## config.mk

```make
export PLATFORM = sky130hd
export DESIGN_NAME = clb_cell
export DESIGN_NICKNAME = d
export VERILOG_FILES = /design/src/rtl/clb_pkg.sv /design/src/rtl/clb_cfg_chain.sv /design/src/rtl/clb_lut.sv /design/src/rtl/clb_out_stage.sv /design/src/rtl/clb_cell.sv
export SDC_FILE = /design/constraint.sdc
export NUM_CORES = 1
export LEC_CHECK = 0
export BUFFER_PORTS_ARGS = -buffer_cell sky130_fd_sc_hd__buf_2
export CAP_MARGIN = 0
export CORE_ASPECT_RATIO = 0.75
export CORE_MARGIN = 3
export CORE_UTILIZATION = 49
export CTS_BUF_LIST = sky130_fd_sc_hd__clkbuf_4 sky130_fd_sc_hd__clkbuf_8
export DETAILED_ROUTE_END_ITERATION = 8
export PLACE_DENSITY = 0.69
export SYNTH_ARGS = -nofsm -noshare
export SYNTH_HDL_FRONTEND = slang
export SYNTH_HIERARCHICAL = 1
export SYNTH_SLANG_ARGS = --single-unit
```

## constraint.sdc

```tcl
create_clock -name clk -period 4.94 [get_ports clk]
set_clock_uncertainty 0.1 [all_clocks]
set_input_delay 0.494 -clock clk [delete_from_list [all_inputs] [get_ports clk]]
set_output_delay 0.494 -clock clk [all_outputs]
set_load 0.01 [all_outputs]
```

## src/rtl/clb_pkg.sv

```systemverilog
package clb_pkg;
  // Number of routing select bits stored after the two tables
  localparam int unsigned NUM_SEL = 4;

  // Position of each routing select inside the select field
  localparam int unsigned SEL_X  = 0;
  localparam int unsigned SEL_Y  = 1;
  localparam int unsigned SEL_XQ = 2;
  localparam int unsigned SEL_YQ = 3;

  typedef struct packed {
    logic yq_h;  // 1: yq captures H, 0: captures G
    logic xq_h;  // 1: xq captures H, 0: captures F
    logic y_h;   // 1: y shows H, 0: shows G
    logic x_h;   // 1: x shows H, 0: shows F
  } route_sel_t;
endpackage

```

## src/rtl/clb_cfg_chain.sv

```systemverilog
module clb_cfg_chain #(
  parameter int unsigned W = 36
) (
  input  logic         clk,
  input  logic         rst,
  input  logic         shift_en,
  input  logic         din,
  output logic [W-1:0] word
);
  // First bit shifted in ends up at index 0 after W shifts
  always_ff @(posedge clk) begin
    if (rst) begin
      word <= '0;
    end else if (shift_en) begin
      word <= {din, word[W-1:1]};
    end
  end
endmodule

```

## src/rtl/clb_lut.sv

```systemverilog
module clb_lut #(
  parameter int unsigned K = 4,
  localparam int unsigned DEPTH = 1 << K
) (
  input  logic [DEPTH-1:0] table_bits,
  input  logic [K-1:0]     addr,
  output logic             dout
);
  always_comb begin
    dout = table_bits[addr];
  end
endmodule

```

## src/rtl/clb_out_stage.sv

```systemverilog
module clb_out_stage
  import clb_pkg::*;
(
  input  logic       clk,
  input  logic       rst,
  input  logic       ce,
  input  logic       cfg_en,
  input  logic       f_res,
  input  logic       g_res,
  input  logic       h1,
  input  route_sel_t sel,
  output logic       h_res,
  output logic       x,
  output logic       y,
  output logic       xq,
  output logic       yq
);
  logic d_x;
  logic d_y;
  logic ff_en;

  always_comb begin
    h_res = h1 ? g_res : f_res;
    x     = sel.x_h  ? h_res : f_res;
    y     = sel.y_h  ? h_res : g_res;
    d_x   = sel.xq_h ? h_res : f_res;
    d_y   = sel.yq_h ? h_res : g_res;
    ff_en = ce & ~cfg_en;
  end

  always_ff @(posedge clk) begin
    if (rst) begin
      xq <= 1'b0;
      yq <= 1'b0;
    end else if (ff_en) begin
      xq <= d_x;
      yq <= d_y;
    end
  end
endmodule

```

## src/rtl/clb_cell.sv

```systemverilog
module clb_cell
  import clb_pkg::*;
#(
  parameter int unsigned LUT_K = 4,
  localparam int unsigned DEPTH = 1 << LUT_K,
  localparam int unsigned CFG_W = 2 * DEPTH + NUM_SEL
) (
  input  logic             clk,
  input  logic             rst,
  input  logic             cfg_en,
  input  logic             cfg_din,
  input  logic             ce,
  input  logic [LUT_K-1:0] f_in,
  input  logic [LUT_K-1:0] g_in,
  input  logic             h1,
  output logic             x,
  output logic             y,
  output logic             xq,
  output logic             yq
);
  logic [CFG_W-1:0] cfg_word;
  logic [DEPTH-1:0] tab   [2];
  logic [LUT_K-1:0] addr  [2];
  logic             res   [2];
  logic             f_res;
  logic             g_res;
  logic             h_res;
  route_sel_t       sel;

  clb_cfg_chain #(.W(CFG_W)) u_cfg (
    .clk      (clk),
    .rst      (rst),
    .shift_en (cfg_en),
    .din      (cfg_din),
    .word     (cfg_word)
  );

  assign addr[0] = f_in;
  assign addr[1] = g_in;
  assign sel     = route_sel_t'(cfg_word[CFG_W-1 -: NUM_SEL]);

  // Table 0 is F (loaded first), table 1 is G
  for (genvar t = 0; t < 2; t++) begin : g_fgen
    assign tab[t] = cfg_word[t*DEPTH +: DEPTH];
    clb_lut #(.K(LUT_K)) u_lut (
      .table_bits (tab[t]),
      .addr       (addr[t]),
      .dout       (res[t])
    );
  end

  assign f_res = res[0];
  assign g_res = res[1];

  clb_out_stage u_out (
    .clk    (clk),
    .rst    (rst),
    .ce     (ce),
    .cfg_en (cfg_en),
    .f_res  (f_res),
    .g_res  (g_res),
    .h1     (h1),
    .sel    (sel),
    .h_res  (h_res),
    .x      (x),
    .y      (y),
    .xq     (xq),
    .yq     (yq)
  );
endmodule

```

==> flow_metrics.env <==
export IMPL_power_density_nw_per_um2=298
export IMPL_grt_pass1_wl_um=4790
export IMPL_worst_pin_slew_ns=1.05
export IMPL_cts_num_sinks=38
export IMPL_syn_instance_count=146
export IMPL_hold_class="reg -> reg"
export IMPL_drive_above_1_share=0.143
export IMPL_cts_tree="yes"
export IMPL_vias_per_cell=5.47
export IMPL_ys_warnings_count=6
export IMPL_synth_area_um2=1690
export IMPL_hold_ws_ns=0.361
export IMPL_grt_overflow_total=0
export IMPL_cts_hold_buffers=0
export IMPL_fin_tns_setup_ns=0
export IMPL_cp_end_kind="output pin"
export IMPL_outcome="finished, final reports clean"
export IMPL_grt_max_degree=39
export IMPL_postCtsSetupRepairBufs=0
export IMPL_clk_latency_ns=0.27
export IMPL_p_leak_nw=0.848
export IMPL_syn_to_final_growth_pct=7.39
export IMPL_finalHoldViolCount=0
export IMPL_cts_buffers_inserted=5
export IMPL_path_clk_slew_ns=0.07
export IMPL_dr_pass1_iters=4
export IMPL_crit_fanout=4
export IMPL_gp_congestion=0.866
export IMPL_ios=18
export IMPL_io_buffers=17
export IMPL_start_kind="input port"
export IMPL_clock_path_buffers=2
export IMPL_drv_cap=0
export IMPL_postRouteAntennaNets=0
export IMPL_routed_wl_um=2850
export IMPL_grt_usage=0.147
export IMPL_rows=17
export IMPL_wl_per_cell_um=14.3
export IMPL_final_instance_count_excl_fill=199
export IMPL_fin_crit_sh=0.538
export IMPL_fp_dieW_um=73.9
export IMPL_fp_dieH_um=56.9
export IMPL_max_freq_mhz=376
export IMPL_rsz0062_at_grt="false"
export IMPL_cp_required_ns=4.35
export IMPL_diodes=0
export IMPL_drc=0
export IMPL_synth_avg_cell_area_um2=11.6
export IMPL_path_class="in -> out"
export IMPL_fin_nets=176
export IMPL_dp_hpwl_um=1960
export IMPL_htreeDepth=2
export IMPL_maxSlewViolCount=0
export IMPL_fill_cells=266
export IMPL_initial_core_util=0.541
export IMPL_arrival_ns=2.06
export IMPL_die_area_um2=4200
export IMPL_vdd_drop_max_v=0.000185
export IMPL_synthesis_nets=160
export IMPL_vias=1088
export IMPL_antenna_found_initial=0
export IMPL_drt_iter0_markers=59
export IMPL_cts_resized=0
export IMPL_core_area_um2=3130
export IMPL_grt_pass1_vias=1044
export IMPL_dp_cells=193
export IMPL_cts_root_buf="clkbuf_8"
export IMPL_slew_headroom=0.300
export IMPL_min_period_ns=2.66
export IMPL_setup_viol=0
area by class of cell:
class	count	area, µm²	share of cell area
flip-flops and latches	38	761	0.418
multi-input cells	100	842	0.463
well taps	38	47.5	0.0262
clock buffers	6	82.6	0.0454
repair buffers	17	85.1	0.0468
power breakdown:
group / internal [W] / switching (W)
clock network: 0.000107 / 0.0000927
logic: 0.0000148 / 0.0000180
registers: 0.000308 / 0.00000109
metrics by stage:
stage          total power [W]  setup slack [ns]  utilization  cell area, µm²
2_1_floorplan         0.000343              2.70            -            1690
3_3_place_gp          0.000348              2.35        0.555            1740
3_5_place_dp          0.000348              2.27        0.555            1740
4_1_cts               0.000549              2.28        0.581            1820
5_1_grt               0.000563              2.15        0.581            1820
6_report              0.000542              2.28        0.581            1820
sequential cells by signal (all words and copies together), names as in the netlist:
name        count
u_cfg/word     36
u_out/xq        1
u_out/yq        1
final timing paths:
| check | start | cells past startpoint | endpoint | slack [ns] |
|---|---|---|---|---|
| worst max-delay path | g_in[0] | 7 | y | 2.28 |
| worst min-delay path | u_out/yq | 2 | u_out/yq | 0.36 |
| worst max register to register | u_cfg/word[21] | 6 | u_out/xq | 3.04 |
| worst min register to register | u_out/yq | 2 | u_out/yq | 0.36 |
cells in the final DEF, fill, tap and decap left out, drive strengths merged:
cell	n
clkbuf	6
nand2	2
mux4	8
nor2	40
mux2i	43
dfxtp	38
a211o	2
buf	17
nand2b	1
a21oi	4
routing by layer:
layer,vias up,wire length (µm),GRT usage
met1,527,1470,0.206
met4,0,19,0.0465
met2,14,1230,0.211
met5,-,0,0
li1,545,-,-
met3,2,130,0.0555
worst max-delay path, stage by stage:
cell and delay [ns]:
buf_2 0.14, mux4_1 0.58, mux2i_1 0.15, mux2i_1 0.13, mux2i_1 0.30, a21oi_1 0.12
buf_2 0.15
Power figures use the tool's default switching activity.
